File: src/rtl/irq_prio_ctrl.sv
module irq_prio_ctrl #(
  parameter int N  = 8,
  parameter int VW = 8
) (
  input  logic          clk,
  input  logic          rst,
  input  logic [N-1:0]  req_i,
  input  logic          ack_i,
  input  logic          eoi_i,
  input  logic [VW-1:0] vec_base_i,
  output logic          irq_o,
  output logic [VW-1:0] vec_o,
  output logic          vec_valid_o,
  output logic [N-1:0]  pend_o,
  output logic [N-1:0]  insvc_o
);
  localparam int IDW = $clog2(N) + 1;

  logic [N-1:0]  req_d, pend_q, insvc_q, edge_w, grant_oh, eoi_oh;
  logic [IDW-1:0] best_pend, best_isr;
  logic grant;

  function automatic logic [IDW-1:0] first_set(input logic [N-1:0] v);
    first_set = IDW'(N);
    for (int i = N - 1; i >= 0; i--)
      if (v[i]) first_set = IDW'(i);
  endfunction

  assign edge_w    = req_i & ~req_d;
  assign best_pend = first_set(pend_q);
  assign best_isr  = first_set(insvc_q);
  assign irq_o     = best_pend < best_isr;
  assign grant     = ack_i && irq_o;
  assign grant_oh  = grant ? (N'(1) << best_pend) : '0;
  assign eoi_oh    = (eoi_i && insvc_q != '0) ? (N'(1) << best_isr) : '0;
  assign pend_o    = pend_q;
  assign insvc_o   = insvc_q;

  always_ff @(posedge clk) begin
    if (rst) begin
      req_d       <= '0;
      pend_q      <= '0;
      insvc_q     <= '0;
      vec_o       <= '0;
      vec_valid_o <= 1'b0;
    end else begin
      req_d       <= req_i;
      pend_q      <= (pend_q & ~grant_oh) | edge_w;
      insvc_q     <= (insvc_q & ~eoi_oh) | grant_oh;
      vec_valid_o <= grant;
      if (grant) vec_o <= vec_base_i + VW'(best_pend);
    end
  end

  assert_reset_clears_R8: assert property (@(posedge clk)
    rst |=> (pend_q == '0 && insvc_q == '0 && !vec_valid_o && !irq_o));

  assert_valid_follows_grant_R4: assert property (@(posedge clk) disable iff (rst)
    vec_valid_o |-> $past(ack_i && irq_o));

  assert_one_grant_per_cycle_R5: assert property (@(posedge clk) disable iff (rst)
    $countones(insvc_q & ~$past(insvc_q)) <= 1);

  assert_eoi_empty_noop_R7: assert property (@(posedge clk) disable iff (rst)
    (eoi_i && insvc_q == '0 && !ack_i) |=> insvc_q == '0);

  assert_irq_needs_pending_R2: assert property (@(posedge clk) disable iff (rst)
    irq_o |-> pend_q != '0);

  assert_grant_moves_bit_R5: assert property (@(posedge clk) disable iff (rst)
    (ack_i && irq_o) |=> ($countones(insvc_q) == $countones($past(insvc_q)) + 1
                          - ($past(eoi_i && insvc_q != '0) ? 1 : 0)));
endmodule

File: config.mk
export PLATFORM = sky130hd
export DESIGN_NAME = irq_prio_ctrl
export DESIGN_NICKNAME = d
export VERILOG_FILES = /design/src/rtl/irq_prio_ctrl.sv
export SDC_FILE = /design/constraint.sdc
export NUM_CORES = 1
export LEC_CHECK = 0
export ABC_CLOCK_PERIOD_IN_PS = 2250
export BUFFER_PORTS_ARGS = -buffer_cell sky130_fd_sc_hd__buf_2
export CORE_MARGIN = 8
export CORE_UTILIZATION = 45
export DETAILED_ROUTE_END_ITERATION = 16
export GPL_TIMING_DRIVEN = 0
export PLACE_DENSITY_LB_ADDON = 0.05
export SLEW_MARGIN = 25
export SYNTH_ARGS = -nofsm -noshare
export SYNTH_HDL_FRONTEND = slang
export SYNTH_SLANG_ARGS = --single-unit
File: constraint.sdc
create_clock -name clk -period 2.25 [get_ports clk]
set_clock_uncertainty 0.1 [all_clocks]
set_input_delay 0.45 -clock clk [delete_from_list [all_inputs] [get_ports clk]]
set_output_delay 0.45 -clock clk [all_outputs]
set_load 0.01 [all_outputs]
==> PnR_summary.wiki, run 1 <==
{| class="wikitable"
! Metric !! Value
|-
| Result of the run || finished with violations
|-
| Violations in the final reports || setup timing
|-
| P&R area growth vs syn || 65.0%
|-
| Final Setup Violations || 8
|-
| Highest Clock Rate || 406 MHz
|-
| Gate family responsible for the most delay along the worst path || simple AND/OR/NAND/NOR gates
|-
| Unrepaired setup endpoints after global routing || true
|-
| Worst setup path class || reg -> out
|-
| Commonest cells in the netlist || sky130_fd_sc_hd__dfxtp_1 (33), sky130_fd_sc_hd__a21oi_1 (20), sky130_fd_sc_hd__nor2_1 (19), sky130_fd_sc_hd__o21ai_0 (14)
|-
| Synth Area in XOR/XNOR || 1.95%
|-
| Crit path capture || irq_o
|-
| Relative slew slack || 53.8%
|-
| Critical path's largest stage delay || 0.38 ns
|-
| Final GP Congestion || 0.815
|-
| Critical-path cell list || nor2_4 > nand3_2 > nor3_4 > ha_4 > nand2_2 > a21oi_2 > a211oi_2 > buf_2
|-
| Area leader, netlist || sky130_fd_sc_hd__dfxtp_1
|-
| Leakage power || 1.24 nW
|-
| Number of cells after detailed placement || 301
|-
| DRT iter0 DRCs || 122
|-
| Average instance area after synthesis || 8.74 um^2
|-
| Reg-to-reg endpoint || vec_o[5]
|-
| Gate Count Post-Synth || 206
|-
| Pre-CTS setup slack || -0.436 ns
|-
| Max IR drop VDD || 0.523 mV
|-
| Die Wd || 79.3 um
|-
| CTS tree || yes
|-
| Post-layout power || 0.00241 W
|-
| Crit-path max FO || 6
|-
| Mean routed wirelength per cell || 17.2 um
|-
| Combined area of all synthesized cells || 1800 um^2
|-
| Later-pin clock latency in the skew report || 0.29 ns
|-
| Longest Clk Path Bufs || 2
|-
| Number of sinks driven by the clock tree || 33
|-
| Required time of the critical path || 1.70 ns
|-
| Reg clk slew, reported paths || 0.06 ns
|-
| Top post-synthesis cells by area || sky130_fd_sc_hd__dfxtp_1 (37%), sky130_fd_sc_hd__a21oi_1 (5.6%), sky130_fd_sc_hd__ha_1 (4.9%)
|-
| Overflow after GRT || 0
|-
| Wire length of the first global-routing pass || 9.20 mm
|-
| Core occupancy in the finished layout || 75.9%
|-
| Pin count of the biggest net entering global routing || 11
|-
| Fin Hold WS || 0.291 ns
|-
| Main combinational cell family by area after synthesis || compound AO/OA/AOI/OAI gates
|-
| Post-Route WL || 5.88 mm
|-
| Total global-route track usage || 18.3%
|-
| Count of pins on the block boundary || 46
|-
| Synthesized Nets || 234
|-
| Via count || 1894
|-
| Depth of the worst register-to-register path || 11
|-
| Count of input and output buffers || 45
|-
| H-Tree Depth || 2
|-
| Critical Path AT || 1.91 ns
|-
| Starting density of the core || 46.0%
|-
| Sequential cell area fraction in the yosys report || 36.7%
|-
| Primary FF master, synth || sky130_fd_sc_hd__dfxtp_1
|-
| Element type at the critical path start || register
|-
| Warnings, synthesis || 0
|-
| Final Hold Vio Count || 0
|-
| Most common cell in the synthesized netlist || sky130_fd_sc_hd__dfxtp_1
|-
| Number of buffer and inverter stages on the critical path || 1
|-
| Startpoint of the most critical setup path || pend_o[1]
|-
| Final cell count without fillers || 343
|-
| Power density of the placed cells || 811 nW/um^2
|-
| Post-Synth Simple-Gate Area || 22.2%
|-
| Async set-reset flop share out of synthesis || 0%
|-
| Post-synthesis sequential element count || 33
|-
| Adder and majority cell fraction of the synthesized area || 5.98%
|-
| Number of nets with antenna violations after detailed routing || 0
|-
| Period minus WS final || 2.46 ns
|-
| Layout net count || 321
|-
| Final critical-path share of the clock period || 109%
|-
| Number of different library cells in the post-synthesis netlist || 53
|-
| Transition at the pin with the smallest max-transition slack || 0.693 ns
|-
| Count of flip-flops with a built-in enable after synthesis || 0
|-
| Launch instance of the worst min-delay path || req_i[4]
|-
| Max stage delay cell, worst path || sky130_fd_sc_hd__dfxtp_4
|-
| Overall die height || 79.3 um
|-
| Hold Path Depth || 2
|-
| Number of max-slew violations in the final report || 0
|-
| Type of element capturing the critical path || primary output
|-
| Dpl hpwl || 3.71 mm
|-
| Count of inserted antenna diode cells || 0
|-
| Critical path depth in cells || 8
|-
| Multiplexer share of the synthesized area || 0%
|-
| Number of hold buffers added after CTS || 0
|-
| Reg2reg setup slack || -0.10 ns
|-
| Cts bufs inserted || 5
|-
| Placement Rows || 23
|-
| Hold crit path type || in -> reg
|-
| Number of violations of the max-capacitance limit || 0
|-
| Overall die area || 6280 um^2
|-
| Number of design rule violations left after detail routing || 0
|-
| Fraction of layout cells with a size suffix above 1 || 59.4%
|-
| First-pass detailed-route iteration total || 4
|-
| Initial antenna violation count || 0
|-
| Core region area || 3910 um^2
|-
| Area fraction in compound gates after synthesis || 28.8%
|-
| DR vias/cell || 5.52
|-
| Clock root buffer master || sky130_fd_sc_hd__clkbuf_8
|-
| Final critical-path setup slack || -0.212 ns
|-
| Layout fillers || 266
|-
| Vias in the first global route || 1942
|-
| Critical register-to-register path startpoint || pend_o[1]
|-
| Top-area cell type share of the netlist area || 36.7%
|}
routing by layer:
layer | wire [um] | global-route usage, %
met1 | 2490 | 21.4
met2 | 2980 | 31.0
met3 | 288 | 4.51
met4 | 119 | 8.15
met5 | 0 | 0
area by class of cell:
class                           count  area [um^2]  share of cell area (%)
Tap cell                           50         62.6                    2.11
Timing Repair Buffer               80          510                    17.2
Clock buffer                        6         82.6                    2.78
Sequential cell                    33          696                    23.4
Clock inverter                      1         7.51                   0.253
Multi-Input combinational cell    155         1510                    50.8
Inverter                           12         45.0                    1.52
Buffer                              6         58.8                    1.98
how the worst min path moves through the flow:
stage | to
after detailed placement | pend_o[5]
after global routing | req_d[7]
after CTS | req_d[4]
after floorplan | pend_o[0]
final | req_d[4]
after global placement | pend_o[0]
power breakdown:
group          switching [W]  internal, W  total, W
registers          0.0000668     0.000654  0.000721
logic               0.000637     0.000599   0.00124
clock network       0.000213     0.000241  0.000454
cells by family after synthesis:
kind of cell,after synthesis
fa+ha+maj,8
compound gates,68
simple gates,75
flops,33
xor+xnor,4
buf+inv,18
per-stage QoR:
step / setup TNS (ns) / area (um^2)
floorplan: -0.00296 / 1890
global placement: -6.92 / 2180
detailed placement: -6.90 / 2180
CTS: -0.459 / 2710
global route: -1.71 / 2970
finish: -0.552 / 2970
cell usage in the layout (no fill, tap or decap), types with 2 or more instances in the layout:
master,count
sky130_fd_sc_hd__nor2b_1,10
sky130_fd_sc_hd__ha_4,7
sky130_fd_sc_hd__a21oi_1,13
sky130_fd_sc_hd__nor2_1,13
sky130_fd_sc_hd__o41ai_4,3
sky130_fd_sc_hd__o21a_1,2
sky130_fd_sc_hd__clkbuf_8,6
sky130_fd_sc_hd__o21ai_2,3
sky130_fd_sc_hd__o31ai_2,3
sky130_fd_sc_hd__nand2_4,2
sky130_fd_sc_hd__nor3_1,3
sky130_fd_sc_hd__nand2_1,5
sky130_fd_sc_hd__buf_4,29
sky130_fd_sc_hd__nand4_1,2
sky130_fd_sc_hd__nor2_2,2
sky130_fd_sc_hd__dfxtp_2,7
sky130_fd_sc_hd__a21oi_4,3
sky130_fd_sc_hd__inv_1,10
sky130_fd_sc_hd__a32o_1,2
sky130_fd_sc_hd__nand2b_4,3
sky130_fd_sc_hd__a21oi_2,6
sky130_fd_sc_hd__clkbuf_1,2
sky130_fd_sc_hd__buf_6,8
sky130_fd_sc_hd__inv_2,2
sky130_fd_sc_hd__nor2_4,6
sky130_fd_sc_hd__buf_2,45
sky130_fd_sc_hd__nand2b_1,7
sky130_fd_sc_hd__o21ai_1,4
sky130_fd_sc_hd__o21ai_0,7
sky130_fd_sc_hd__nand3_1,3
sky130_fd_sc_hd__or3_1,3
sky130_fd_sc_hd__xnor2_1,2
sky130_fd_sc_hd__dfxtp_1,19
sky130_fd_sc_hd__a211oi_2,5
sky130_fd_sc_hd__nand2_8,2
sky130_fd_sc_hd__nor2b_4,2
sky130_fd_sc_hd__dfxtp_4,7
sky130_fd_sc_hd__a21o_1,2
state kept, by name (all words and copies together) (netlist names):
register     cells
req_d            8
insvc_o          8
pend_o           8
vec_o            8
vec_valid_o      1
repair_timing:
action	4_1_cts	5_1_grt
gates resized for setup	58	38
cloned	1	0
buffers inserted	24	10
setup endpoints to repair	25	25
pin swaps	31	32
worst register-to-register path, delay by kind of cell (launching register included):
family                   cells  cell delay [ns]
XOR/XNOR                     1             0.17
flip-flops                   1             0.38
adder cells (fa/ha/maj)      1             0.19
buffers and inverters        2             0.28
AND/OR/NAND/NOR              3             0.34
AO/OA/AOI/OAI                4             0.79
Note: power is estimated with default switching activity, not from simulation.
==> inputs of run 2 (changes only) <==
--- a/config.mk
+++ b/config.mk
@@ -7,6 +7,7 @@
 export LEC_CHECK = 0
 export ABC_CLOCK_PERIOD_IN_PS = 2250
 export BUFFER_PORTS_ARGS = -buffer_cell sky130_fd_sc_hd__buf_2
+export CORE_ASPECT_RATIO = 1.5
 export CORE_MARGIN = 8
 export CORE_UTILIZATION = 45
 export DETAILED_ROUTE_END_ITERATION = 16
==> run 2 against run 1 <==
Compared with the run above: the run still ends with setup timing left; critical path type unchanged; worst hold slack worse by 0.011 ns; first-iteration DRC count is 31% lower; sequential power hardly changed; register-to-register slack worse by 0.10 ns; highest routed layer unchanged; wire length is 7.9% lower; global-route usage is 1.6 points lower; clock-buffer cell count is 1 higher; largest power group unchanged; critical endpoint unchanged; sequential share of layout area is 1.9 points higher; core utilization is 5.7 points lower.
==> PnR_summary.wiki, run 2 (synthesized netlist as in run 1, its figures left out) <==
{| class="wikitable"
! Metric !! Value
|-
| Final GP Congestion || 0.824 (+1.1%)
|-
| Type of element capturing the critical path || primary output
|-
| Max IR drop VDD || 0.732 mV (+40%)
|-
| Reg clk slew, reported paths || 0.07 ns (about the same)
|-
| Pre-CTS setup slack || -0.414 ns (+0.0218 ns)
|-
| Final critical-path setup slack || -0.214 ns (-0.00250 ns)
|-
| Final Hold Vio Count || 0 (unchanged)
|-
| Overall die height || 93.5 um (+18%)
|-
| Later-pin clock latency in the skew report || 0.29 ns (about the same)
|-
| Number of max-slew violations in the final report || 0 (unchanged)
|-
| Pin count of the biggest net entering global routing || 11 (unchanged)
|-
| Reg2reg setup slack || -0.20 ns (-0.10 ns)
|-
| Worst setup path class || reg -> out
|-
| Most common library cell in the layout ignoring fill and taps || sky130_fd_sc_hd__buf_2
|-
| Required time of the critical path || 1.70 ns (about the same)
|-
| Final cell count without fillers || 325 (-5.2%)
|-
| Via count || 1805 (-4.7%)
|-
| Initial antenna violation count || 0 (unchanged)
|-
| Die Wd || 67.6 um (-15%)
|-
| Count of inserted antenna diode cells || 0 (unchanged)
|-
| Cts bufs inserted || 5 (unchanged)
|-
| Number of sinks driven by the clock tree || 33 (unchanged)
|-
| Crit-path max FO || 4 (-2)
|-
| Count of input and output buffers || 45 (unchanged)
|-
| Violations in the final reports || setup timing
|-
| Wire length of the first global-routing pass || 8.32 mm (-9.5%)
|-
| Post-layout power || 0.00233 W (-3.4%)
|-
| Number of design rule violations left after detail routing || 0 (unchanged)
|-
| Fin Hold WS || 0.281 ns (-0.0106 ns)
|-
| Element type at the critical path start || register
|-
| Critical-path cell list || nor4_4 > o41ai_2 > ha_1 > nand2_1 > a21oi_2 > a211oi_2 > buf_2
|-
| Dpl hpwl || 3.62 mm (-2.3%)
|-
| Fraction of layout cells with a size suffix above 1 || 52.1% (-7.2 points)
|-
| Number of cells after detailed placement || 296 (-1.7%)
|-
| Core occupancy in the finished layout || 70.2% (-5.7 points)
|-
| Number of hold buffers added after CTS || 0 (unchanged)
|-
| First-pass detailed-route iteration total || 4 (unchanged)
|-
| Final Setup Violations || 21 (+13)
|-
| Count of pins on the block boundary || 46 (unchanged)
|-
| Transition at the pin with the smallest max-transition slack || 0.702 ns (+0.00892 ns)
|-
| Vias in the first global route || 1771 (-8.8%)
|-
| Number of violations of the max-capacitance limit || 0 (unchanged)
|-
| DR vias/cell || 5.55 (+0.58%)
|-
| Total global-route track usage || 16.7% (-1.6 points)
|-
| CTS tree || yes
|-
| Max stage delay cell, worst path || sky130_fd_sc_hd__ha_1
|-
| Unrepaired setup endpoints after global routing || true
|-
| Leakage power || 1.14 nW (-7.6%)
|-
| Number of nets with antenna violations after detailed routing || 0 (unchanged)
|-
| DRT iter0 DRCs || 84 (-31%)
|-
| Core region area || 3890 um^2 (-0.64%)
|-
| Hold crit path type || in -> reg
|-
| Highest Clock Rate || 406 MHz (-0.10%)
|-
| Critical path's largest stage delay || 0.37 ns (about the same)
|-
| Placement Rows || 28 (+22%)
|-
| Power density of the placed cells || 853 nW/um^2 (+5.1%)
|-
| P&R area growth vs syn || 51.6%
|-
| Clock root buffer master || sky130_fd_sc_hd__clkbuf_8
|-
| Critical Path AT || 1.91 ns (about the same)
|-
| H-Tree Depth || 2 (unchanged)
|-
| Starting density of the core || 46.3% (+0.30 points)
|-
| Result of the run || finished with violations
|-
| Layout net count || 307 (-4.4%)
|-
| Longest Clk Path Bufs || 2 (unchanged)
|-
| Mean routed wirelength per cell || 16.7 um (-2.7%)
|-
| Post-Route WL || 5.42 mm (-7.9%)
|-
| Final critical-path share of the clock period || 110% (+0.11 points)
|-
| Commonest non-fill, non-tap cells in the layout || sky130_fd_sc_hd__buf_2 (45), sky130_fd_sc_hd__dfxtp_1 (21), sky130_fd_sc_hd__buf_4 (19)
|-
| Overall die area || 6320 um^2 (+0.66%)
|-
| Period minus WS final || 2.46 ns (+0.00250 ns)
|-
| Relative slew slack || 53.2% (-0.59 points)
|-
| Overflow after GRT || 0 (unchanged)
|}
run 2: worst paths after layout:
kind / start / endpoint / depth (start not counted)
setup / recovery: insvc_o[2] / irq_o / 7
hold / removal: req_i[3] / req_d[3] / 2
setup reg to reg: pend_o[1] / vec_o[5] / 11
hold reg to reg: vec_o[2] / vec_o[2] / 2
run 2: through the flow:
step | instance area, um^2 | TNS [ns]
6_report | 2730 | -1.31
5_1_grt | 2730 | -3.43
4_1_cts | 2570 | -0.892
3_5_place_dp | 2170 | -6.96
3_3_place_gp | 2170 | -6.69
2_1_floorplan | 1890 | -0.00296
run 2: area by class of cell:
cell class | count | area, um^2
inverters | 12 | 45.0
flip-flops and latches | 33 | 691
multi-input cells | 155 | 1390
repair buffers | 67 | 398
clock buffers | 7 | 86.3
plain buffers | 5 | 36.3
fillers | 307 | 1160
clock inverters | 1 | 30.0
well taps | 45 | 56.3
run 2: routing by layer:
layer | wire length [um] | up-vias | GRT usage (%) | share of wire [%]
met2 | 2830 | 43 | 29.3 | 52
met1 | 2240 | 857 | 19.3 | 41
met3 | 272 | 9 | 3.59 | 5.0
li1 | - | 896 | - | -
met5 | 0 | - | 0 | 0
met4 | 78 | 0 | 4.73 | 1.4
run 2: what timing repair did:
item / CTS / global route
pin swaps: 19 / 15
buffers inserted: 16 / 5
gates cloned: 1 / 0
gates resized for setup: 42 / 25
setup endpoints to repair: 25 / 25
endpoints found under the hold margin: 0 / 0
run 2: power breakdown:
group | internal (W) | switching, W | total [W]
combinational | 0.000476 | 0.000557 | 0.00103
sequential | 0.000653 | 0.0000689 | 0.000722
clock | 0.000361 | 0.000213 | 0.000573
run 2: critical path: cells and delay by family (launching register included):
kind / cells / cell delay, ns
and+or+nand+nor: 2 / 0.45
AOI/OAI and AO/OA: 3 / 0.30
DFF: 1 / 0.35
buffers and inverters: 1 / 0.15
adders and majority gates: 1 / 0.37
